File: config.mk
export PLATFORM = sky130hd
export DESIGN_NAME = pld_mc_bank
export DESIGN_NICKNAME = d
export VERILOG_FILES = /design/src/rtl/pld_mc_pkg.sv /design/src/rtl/pld_mc_rst_sync.sv /design/src/rtl/pld_mc_cfg.sv /design/src/rtl/pld_mc_cell.sv /design/src/rtl/pld_mc_bank.sv
export SDC_FILE = /design/constraint.sdc
export NUM_CORES = 1
export LEC_CHECK = 0
export BUFFER_PORTS_ARGS = -buffer_cell sky130_fd_sc_hd__buf_4
export CAP_MARGIN = 20
export CORE_MARGIN = 5
export CORE_UTILIZATION = 45
export CTS_CLUSTER_DIAMETER = 60
export CTS_CLUSTER_SIZE = 8
export DETAILED_ROUTE_END_ITERATION = 7
export PLACE_DENSITY = 0.81
export SLEW_MARGIN = 20
export SYNTH_ARGS = -nofsm -noshare
export SYNTH_HDL_FRONTEND = slang
export SYNTH_SLANG_ARGS = --single-unit
File: constraint.sdc
create_clock -name clk -period 1.4 [get_ports clk]
set_input_delay 0.14 -clock clk [delete_from_list [all_inputs] [get_ports clk]]
set_output_delay 0.14 -clock clk [all_outputs]
set_load 0.005 [all_outputs]
File: src/rtl/pld_mc_pkg.sv
package pld_mc_pkg;

  typedef enum logic [1:0] {
    MC_REG_LOW   = 2'b00,
    MC_REG_HIGH  = 2'b01,
    MC_COMB_LOW  = 2'b10,
    MC_COMB_HIGH = 2'b11
  } mc_mode_e;

  localparam logic FB_INTERNAL = 1'b0;
  localparam logic FB_PIN      = 1'b1;

  function automatic logic mode_is_registered(input mc_mode_e m);
    return (m == MC_REG_LOW) || (m == MC_REG_HIGH);
  endfunction

endpackage

File: src/rtl/pld_mc_rst_sync.sv
module pld_mc_rst_sync #(
  parameter int RST_STAGES = 2
) (
  input  logic clk,
  input  logic rst_n,
  output logic rst_active
);

  localparam int TOP = RST_STAGES - 1;

  logic [TOP:0] sync_q;
  logic [TOP:0] sync_d;

  always_comb begin
    sync_d = {sync_q[TOP-1:0], 1'b1};
  end

  always_ff @(posedge clk or negedge rst_n) begin
    if (!rst_n) sync_q <= '0;
    else        sync_q <= sync_d;
  end

  assign rst_active = ~sync_q[TOP];

endmodule

File: src/rtl/pld_mc_cfg.sv
module pld_mc_cfg #(
  parameter int N_CELLS = 4
) (
  input  logic                   clk,
  input  logic                   rst_active,
  input  logic [2*N_CELLS-1:0]   cfg_mode,
  input  logic [N_CELLS-1:0]     cfg_fb_sel,
  output logic [2*N_CELLS-1:0]   mode_q,
  output logic [N_CELLS-1:0]     fb_sel_q
);

  logic [2*N_CELLS-1:0] mode_d;
  logic [N_CELLS-1:0]   fb_sel_d;

  always_comb begin
    mode_d   = mode_q;
    fb_sel_d = fb_sel_q;
    if (rst_active) begin
      mode_d   = cfg_mode;
      fb_sel_d = cfg_fb_sel;
    end
  end

  always_ff @(posedge clk) begin
    mode_q   <= mode_d;
    fb_sel_q <= fb_sel_d;
  end

endmodule

File: src/rtl/pld_mc_cell.sv
module pld_mc_cell
  import pld_mc_pkg::*;
(
  input  logic       clk,
  input  logic       rst_n,
  input  logic       rst_active,
  input  logic [1:0] mode,
  input  logic       fb_sel,
  input  logic       sop,
  input  logic       oe,
  input  logic       pin_in,
  output logic       pin_out,
  output logic       drive_en,
  output logic       fb
);

  mc_mode_e mode_e;
  logic     reg_en;
  logic     q;
  logic     q_d;
  logic     internal_fb;

  assign mode_e = mc_mode_e'(mode);
  assign reg_en = mode_is_registered(mode_e);

  always_comb begin
    q_d = q;
    if (rst_active)  q_d = 1'b0;
    else if (reg_en) q_d = sop;
  end

  always_ff @(posedge clk or negedge rst_n) begin
    if (!rst_n) q <= 1'b0;
    else        q <= q_d;
  end

  always_comb begin
    case (mode_e)
      MC_REG_LOW:   pin_out = ~q;
      MC_REG_HIGH:  pin_out = q;
      MC_COMB_LOW:  pin_out = ~sop;
      MC_COMB_HIGH: pin_out = sop;
      default:      pin_out = sop;
    endcase
  end

  always_comb begin
    internal_fb = reg_en ? q : pin_out;
    if ((fb_sel == FB_PIN) || !oe) fb = pin_in;
    else                           fb = internal_fb;
  end

  assign drive_en = oe;

endmodule

File: src/rtl/pld_mc_bank.sv
module pld_mc_bank #(
  parameter int N_CELLS    = 4,
  parameter int RST_STAGES = 2
) (
  input  logic                 clk,
  input  logic                 rst_n,
  input  logic [2*N_CELLS-1:0] cfg_mode,
  input  logic [N_CELLS-1:0]   cfg_fb_sel,
  input  logic [N_CELLS-1:0]   sop_in,
  input  logic [N_CELLS-1:0]   oe_in,
  input  logic [N_CELLS-1:0]   pin_in,
  output logic [N_CELLS-1:0]   pin_out,
  output logic [N_CELLS-1:0]   pin_drive_en,
  output logic [N_CELLS-1:0]   fb_out
);

  logic                 rst_active;
  logic [2*N_CELLS-1:0] mode_q;
  logic [N_CELLS-1:0]   fb_sel_q;

  pld_mc_rst_sync #(.RST_STAGES(RST_STAGES)) u_rst (
    .clk        (clk),
    .rst_n      (rst_n),
    .rst_active (rst_active)
  );

  pld_mc_cfg #(.N_CELLS(N_CELLS)) u_cfg (
    .clk        (clk),
    .rst_active (rst_active),
    .cfg_mode   (cfg_mode),
    .cfg_fb_sel (cfg_fb_sel),
    .mode_q     (mode_q),
    .fb_sel_q   (fb_sel_q)
  );

  for (genvar gi = 0; gi < N_CELLS; gi++) begin : g_cell
    pld_mc_cell u_cell (
      .clk        (clk),
      .rst_n      (rst_n),
      .rst_active (rst_active),
      .mode       (mode_q[2*gi +: 2]),
      .fb_sel     (fb_sel_q[gi]),
      .sop        (sop_in[gi]),
      .oe         (oe_in[gi]),
      .pin_in     (pin_in[gi]),
      .pin_out    (pin_out[gi]),
      .drive_en   (pin_drive_en[gi]),
      .fb         (fb_out[gi])
    );
  end

endmodule

==> flow_summary_export.csv, run 1 <==
group,metric,value,unit
global_route,grt_overflow,0,
worst_setup_path,setup.worst_path.start_class,"flop",
run_status,violations_in_the_final_reports,"negative setup slack",
route,drt-wirelength-per-cell,11.8,µm
place,numPortBuffers,37,
sta,setup_total_negative_slack,-18.3,ps
synthesis,yosys_register_bits,18,
worst_setup_path,max_stage_delay,420,ps
floorplanning,effective_utilization_at_floorplan,45.9,%
flow_run,drv_cap,0,
power_and_ir_drop,cellPowerDensity,884,nW/µm²
worst_setup_path,r2r_depth,4,
sta,final-max-slew-violation-count,0,
cells_and_area,most_used_cells_in_the_layout_excluding_fill_and_tap_cells,"buf_4 (48), mux2i_1 (12), dlygate4sd3_1 (12), edfxtp_1 (12), nor2_1 (8)",
cells_and_area,layout-drive-gt1-share,43.3,%
floorplanning,num_rows,16,
worst_setup_path,crit_path_cell_trace,"mux2i_1 > xor2_1 > buf_4",
cells_and_area,final_area,1330,µm²
cells_and_area,final_common_cell,"buf_4",
clocking,clock_tree_from_tritoncts,"yes",
worst_setup_path,regToRegSetupSlack,360,ps
synthesis,mappedNetlistNets,94,
synthesis,yosys_warnings,0,
worst_setup_path,endpoint,"pin_out[0]",
route,detailedRoute.firstPassIterationCount,2,
worst_setup_path,critPathLaunch,"u_cfg.mode_q[1]$_DFFE_PN_",
global_route,antenna_found_initial,0,
global_route,grt_use_total,13.1,%
worst_setup_path,setup.worst_path.end_class,"primary output",
route,drtIter0Drc,1,
worst_setup_path,worst_ep_arrival_time,1270,ps
sta,layout_min_cycle_time,1410,ps
worst_setup_path,startpoint_of_the_worst_register_to_register_path,"u_cfg.mode_q[7]$_DFFE_PN_",
sta,min_period_over_period,101,%
cells_and_area,num-nets-final,147,
worst_setup_path,critical-path-slowest-cell,"edfxtp_1",
route,drc_errors,0,
global_route,grt_pass1_wl,2.53,mm
clocking,cts_inserted_buffers,3,
synthesis,synth_cells,68,
route,drt_wl_total,1.74,mm
run_status,status,"finished, violations left",
sta,finalHoldViolCount,0,
synthesis,syn_area_per_cell,12.8,µm²
clocking,post_cts_resize_count,0,
hold_path,worst_hold_path_type,"input pin to flop",
clocking,clk_pin_slew_worst_paths,100,ps
clocking,cts.path.max_buffers,2,
floorplanning,fp.dieH,54.1,µm
power_and_ir_drop,static_leakage,0.625,nW
worst_setup_path,path_depth,3,
floorplanning,die_area,2920,µm²
sta,fmaxAchievable,707,MHz
clocking,clock_tree_root,"clkbuf_4",
worst_setup_path,crit_fanout,2,
worst_setup_path,crit_family,"flip-flops",
synthesis,synth_sequential_area_ratio,58.5,%
sta,final.setup.worst_slack,-13.7,ps
power_and_ir_drop,irDropWorstVdd,735,µV
route,post_drt_via_cell_ratio,4.35,
floorplanning,floorplan.die.width,54.1,µm
route,drt.antenna.violating_nets,0,
synthesis,post_synth_instance_area,873,µm²
route,num_vias,639,
clocking,h-tree-depth,1,
sta,grt_setup_unrepaired,"yes",
floorplanning,ios,38,
clocking,clock_insertion_delay_worst_skew,300,ps
worst_setup_path,critPathRequiredTime,1260,ps
sta,clock_skew,3.37,ps
cells_and_area,area_added_between_synthesis_and_finish,52.7,%
place,pre_cts_ws,287,ps
worst_setup_path,critical_path_buf_inv_count,1,
place,gp_congestion,0.589,
worst_setup_path,critPathKind,"flop to primary output",
worst_setup_path,r2r_end,"g_cell[3].u_cell.q$_DFFE_PN0P_",
global_route,grt_start_max_net_pins,17,
synthesis,synth.distinct_cells,11,
cells_and_area,antenna-diode-count,0,
sta,setup_viol_count_final,2,
place,placement.cell_area,1100,µm²
global_route,grt_pass1_vias,611,
floorplanning,core-area,1900,µm²
clocking,clock_sinks,18,
[how the worst min path moves through the flow]
stage	start	end	slack [ps]	cells past startpoint
finish	cfg_mode[7]	u_cfg.mode_q[7]$_DFFE_PN_	20	1
global route	cfg_mode[7]	u_cfg.mode_q[7]$_DFFE_PN_	3	1
CTS	cfg_mode[5]	u_cfg.mode_q[5]$_DFFE_PN_	0.1	1
detailed placement	rst_n	g_cell[3].u_cell.q$_DFFE_PN0P_	-50	1
global placement	rst_n	g_cell[3].u_cell.q$_DFFE_PN0P_	-50	1
floorplan	rst_n	g_cell[0].u_cell.q$_DFFE_PN0P_	-160	0
[Yosys cell counts]
cell type / instances / area [µm²]
nor2_1: 8 / 30.0
edfxtp_1: 12 / 360
xnor2_1: 4 / 35.0
mux2i_1: 12 / 120
buf_4: 12 / 90.1
a21oi_1: 4 / 20.0
nor2b_1: 4 / 25.0
xor2_1: 4 / 35.0
dfrtp_1: 6 / 150
conb_1: 1 / 3.75
inv_1: 1 / 3.75
[power by group]
part           leakage (nW)  internal, W  total (W)  switching [W]
clock                0.0210     0.000159   0.000321       0.000162
sequential            0.194     0.000601   0.000619      0.0000180
combinational         0.410     0.000160   0.000240      0.0000799
[sequential cells by signal, indices dropped and copies added (netlist names)]
register         flops
g_cell.u_cell.q      4
u_cfg.fb_sel_q       4
u_cfg.mode_q         8
u_rst.sync_q         2
[cell type report]
class / instances / area, µm²
clock buffers: 4 / 36.3
fillers: 146 / 568
inverters: 1 / 3.75
multi-input cells: 37 / 269
flip-flops and latches: 18 / 510
well taps: 27 / 33.8
repair buffers: 60 / 480
[cells by family after synthesis]
family / share of synthesized area (%)
other: 0.429
AO/OA/AOI/OAI: 2.29
flip-flops: 58.5
buffers and inverters: 10.7
XOR/XNOR: 8.02
AND/OR/NAND/NOR: 6.30
multiplexers: 13.8
[per-stage QoR]
stage	utilization, %	hold slack [ps]	cells	power [W]
2_1_floorplan	-	-156	68	0.000742
3_3_place_gp	58.0	-49.7	121	0.000814
3_5_place_dp	58.0	-49.9	121	0.000824
4_1_cts	65.1	0.130	137	0.00117
5_1_grt	70.1	2.58	147	0.00124
6_report	70.1	20.7	147	0.00118
[per-layer routing]
metal	track usage [%]	vias up	routed length [µm]
li1	-	321	-
met3	3.32	4	103
met1	11.1	294	549
met4	11.2	0	63
met5	0	-	0
met2	24.6	20	1030
[timing repair]
action / in CTS / in global routing
pin swaps: 4 / 8
endpoints found under the setup margin: 8 / 8
buffers inserted: 8 / 3
endpoints found under the hold margin: 9 / 8
hold buffers: 4 / 8
Note: power is estimated with default switching activity, not from simulation.
==> run 2: changes to the inputs <==
--- a/config.mk
+++ b/config.mk
@@ -7,8 +7,10 @@
 export LEC_CHECK = 0
 export BUFFER_PORTS_ARGS = -buffer_cell sky130_fd_sc_hd__buf_4
 export CAP_MARGIN = 20
+export CELL_PAD_IN_SITES_DETAIL_PLACEMENT = 1
+export CELL_PAD_IN_SITES_GLOBAL_PLACEMENT = 2
 export CORE_MARGIN = 5
-export CORE_UTILIZATION = 45
+export CORE_UTILIZATION = 28
 export CTS_CLUSTER_DIAMETER = 60
 export CTS_CLUSTER_SIZE = 8
 export DETAILED_ROUTE_END_ITERATION = 7
==> run 2 against run 1 <==
The run now ends clean. Die area increased by 48%. Global-route usage down 4.0 points. Clock power shrank 22%. Core utilization shrank 27 points. Sequential share of layout area is 1.1 points higher. Final cell count increased by 7.5%. Combinational power decreased by 3%. Worst hold slack lost 3.0 ps. Fmax increased by 1.2%. Sequential power is essentially flat.
==> flow_summary_export.csv, run 2 (synthesis gave the netlist of run 1 again) <==
group,metric,value,unit
global_route,grt_use_total,9.06,%
power_and_ir_drop,cellPowerDensity,849,nW/µm²
worst_setup_path,crit_path_cell_trace,"mux2i_1 > xor2_1 > buf_4",
floorplanning,die_area,4340,µm²
global_route,grt_pass1_vias,631,
worst_setup_path,r2r_end,"g_cell[3].u_cell.q$_DFFE_PN0P_",
clocking,clock_tree_root,"clkbuf_4",
global_route,grt_start_max_net_pins,10,
power_and_ir_drop,clockPowerShare,22.7,%
worst_setup_path,critPathKind,"flop to primary output",
worst_setup_path,critPathLaunch,"u_cfg.mode_q[3]$_DFFE_PN_",
worst_setup_path,startpoint_of_the_worst_register_to_register_path,"u_cfg.mode_q[7]$_DFFE_PN_",
sta,finalHoldViolCount,0,
power_and_ir_drop,fin_total_pwr,0.00110,W
sta,clock_skew,4.34,ps
worst_setup_path,critPathRequiredTime,1260,ps
hold_path,worst_hold_path_type,"input pin to flop",
power_and_ir_drop,seq_power_share,56.1,%
sta,setup_total_negative_slack,0,ps
cells_and_area,final_common_cell,"buf_4",
clocking,cts_inserted_buffers,3,
worst_setup_path,crit_family,"flip-flops",
worst_setup_path,setup.worst_path.start_class,"flop",
clocking,clk_pin_slew_worst_paths,100,ps
clocking,clock_sinks,18,
floorplanning,effective_utilization_at_floorplan,28.8,%
sta,min_period_over_period,99.8,%
worst_setup_path,worst_ep_arrival_time,1260,ps
power_and_ir_drop,fraction_of_power_spent_switching_nets,22.5,%
worst_setup_path,critical_path_buf_inv_count,1,
route,num_vias,629,
floorplanning,core-area,3030,µm²
worst_setup_path,crit_fanout,2,
power_and_ir_drop,irDropWorstVdd,362,µV
place,pre_cts_ws,243,ps
cells_and_area,num-nets-final,142,
worst_setup_path,setup.worst_path.end_class,"primary output",
flow_run,drv_cap,0,
sta,final.setup.worst_slack,3.11,ps
cells_and_area,reg_with_most_ffs,"u_cfg.mode_q",
sta,grt_setup_unrepaired,"yes",
worst_setup_path,endpoint,"pin_out[1]",
worst_setup_path,critical-path-slowest-cell,"edfxtp_1",
floorplanning,fp.dieH,65.9,µm
cells_and_area,fill_cells,344,
clocking,h-tree-depth,1,
hold_path,hp-start,"cfg_fb_sel[3]",
worst_setup_path,path_depth,3,
worst_setup_path,regToRegSetupSlack,340,ps
cells_and_area,largestRegisters,"u_cfg.mode_q x8, g_cell.u_cell.q x4, u_cfg.fb_sel_q x4",
floorplanning,floorplan.die.width,65.9,µm
sta,final-max-slew-violation-count,0,
place,numPortBuffers,37,
cells_and_area,antenna-diode-count,0,
global_route,grt_overflow,0,
route,drt-wirelength-per-cell,11.3,µm
worst_setup_path,r2r_depth,4,
floorplanning,num_rows,20,
power_and_ir_drop,static_leakage,0.601,nW
global_route,grt_pass1_wl,2.77,mm
cells_and_area,largest_reg_flops,8,
power_and_ir_drop,p_int,0.000854,W
place,dp_hpwl,1.35,mm
cells_and_area,area_added_between_synthesis_and_finish,48.6,%
route,drt_wl_total,1.78,mm
hold_path,worstHoldPathCells,1,
route,post_drt_via_cell_ratio,3.98,
global_route,antenna_found_initial,0,
route,drt.antenna.violating_nets,0,
power_and_ir_drop,power.combinational.fraction,21.2,%
sta,fmaxAchievable,716,MHz
cells_and_area,most_used_cells_in_the_layout_excluding_fill_and_tap_cells,"buf_4 (50), edfxtp_1 (12), mux2i_1 (11)",
route,detailedRoute.firstPassIterationCount,2,
sta,setup_viol_count_final,0,
clocking,clock_tree_from_tritoncts,"yes",
sta,layout_min_cycle_time,1400,ps
route,drtIter0Drc,4,
place,gp_congestion,0.618,
run_status,status,"finished, final reports clean",
route,drc_errors,0,
cells_and_area,layout-drive-gt1-share,48.2,%
clocking,clock_insertion_delay_worst_skew,290,ps
clocking,cts.path.max_buffers,2,
cells_and_area,utilization,42.9,%
worst_setup_path,max_stage_delay,420,ps
power_and_ir_drop,power.net_switching,0.000248,W
floorplanning,ios,38,
==> run 2: cell types whose count changed in the layout (fill, tap and decap cells not counted), sizes merged <==
cell	before	now
dlygate4sd3	12	5
buf	48	50
clkbuf	4	3
==> run 2: worst register-to-register path: stages, from the launching register on <==
cell	delay, ps
edfxtp_1	450
buf_4	160
buf_4	120
mux2i_1	170
nor2_1	60
==> run 2: per-layer routing <==
| metal | routed length, µm | vias up | GRT usage, % |
|---|---|---|---|
| met1 | 701 | 286 | 9.09 |
| met2 | 891 | 27 | 15.1 |
| met3 | 126 | 5 | 2.72 |
| met4 | 63 | 0 | 7.77 |
| li1 | - | 311 | - |
| met5 | 0 | - | 0 |
==> run 2: layout make-up <==
cell class / instances / area, µm² / area share, %
repair buffers: 55 / 425 / 32.8
clock buffers: 3 / 22.5 / 1.74
multi-input cells: 37 / 280 / 21.6
inverters: 1 / 3.75 / 0.289
flip-flops and latches: 18 / 510 / 39.3
well taps: 44 / 55.1 / 4.24
==> run 2: worst min-delay path by stage <==
stage / endpoint / slack (ps)
floorplan: g_cell[0].u_cell.q$_DFFE_PN0P_ / -160
global placement: g_cell[2].u_cell.q$_DFFE_PN0P_ / -50
detailed placement: g_cell[2].u_cell.q$_DFFE_PN0P_ / -50
CTS: u_cfg.mode_q[0]$_DFFE_PN_ / 2
global route: u_cfg.fb_sel_q[2]$_DFFE_PN_ / 0.5
finish: u_cfg.fb_sel_q[3]$_DFFE_PN_ / 20
==> run 2: repair_timing <==
action / 4_1_cts / 5_1_grt
hold endpoints to repair: 6 / 4
resized for setup: 0 / 2
endpoints found under the setup margin: 8 / 8
pin swaps: 8 / 5
hold buffers: 1 / 4
setup buffers: 9 / 2
==> run 2: stage by stage <==
step / instance area [µm²] / hold slack, ps / cells
6_report: 1300 / 17.7 / 158
5_1_grt: 1300 / 0.487 / 158
4_1_cts: 1230 / 2.23 / 152
3_5_place_dp: 1130 / -46.2 / 139
3_3_place_gp: 1130 / -48.6 / 139
2_1_floorplan: 873 / -156 / 68
==> run 2: power groups by stage <==
stage | registers, W | clock network, W | logic (W)
finish | 0.000619 | 0.000250 | 0.000234
global placement | 0.000631 | 0 | 0.000189
global route | 0.000622 | 0.000289 | 0.000256
floorplan | 0.000629 | 0 | 0.000113
detailed placement | 0.000633 | 0 | 0.000196
CTS | 0.000618 | 0.000267 | 0.000221
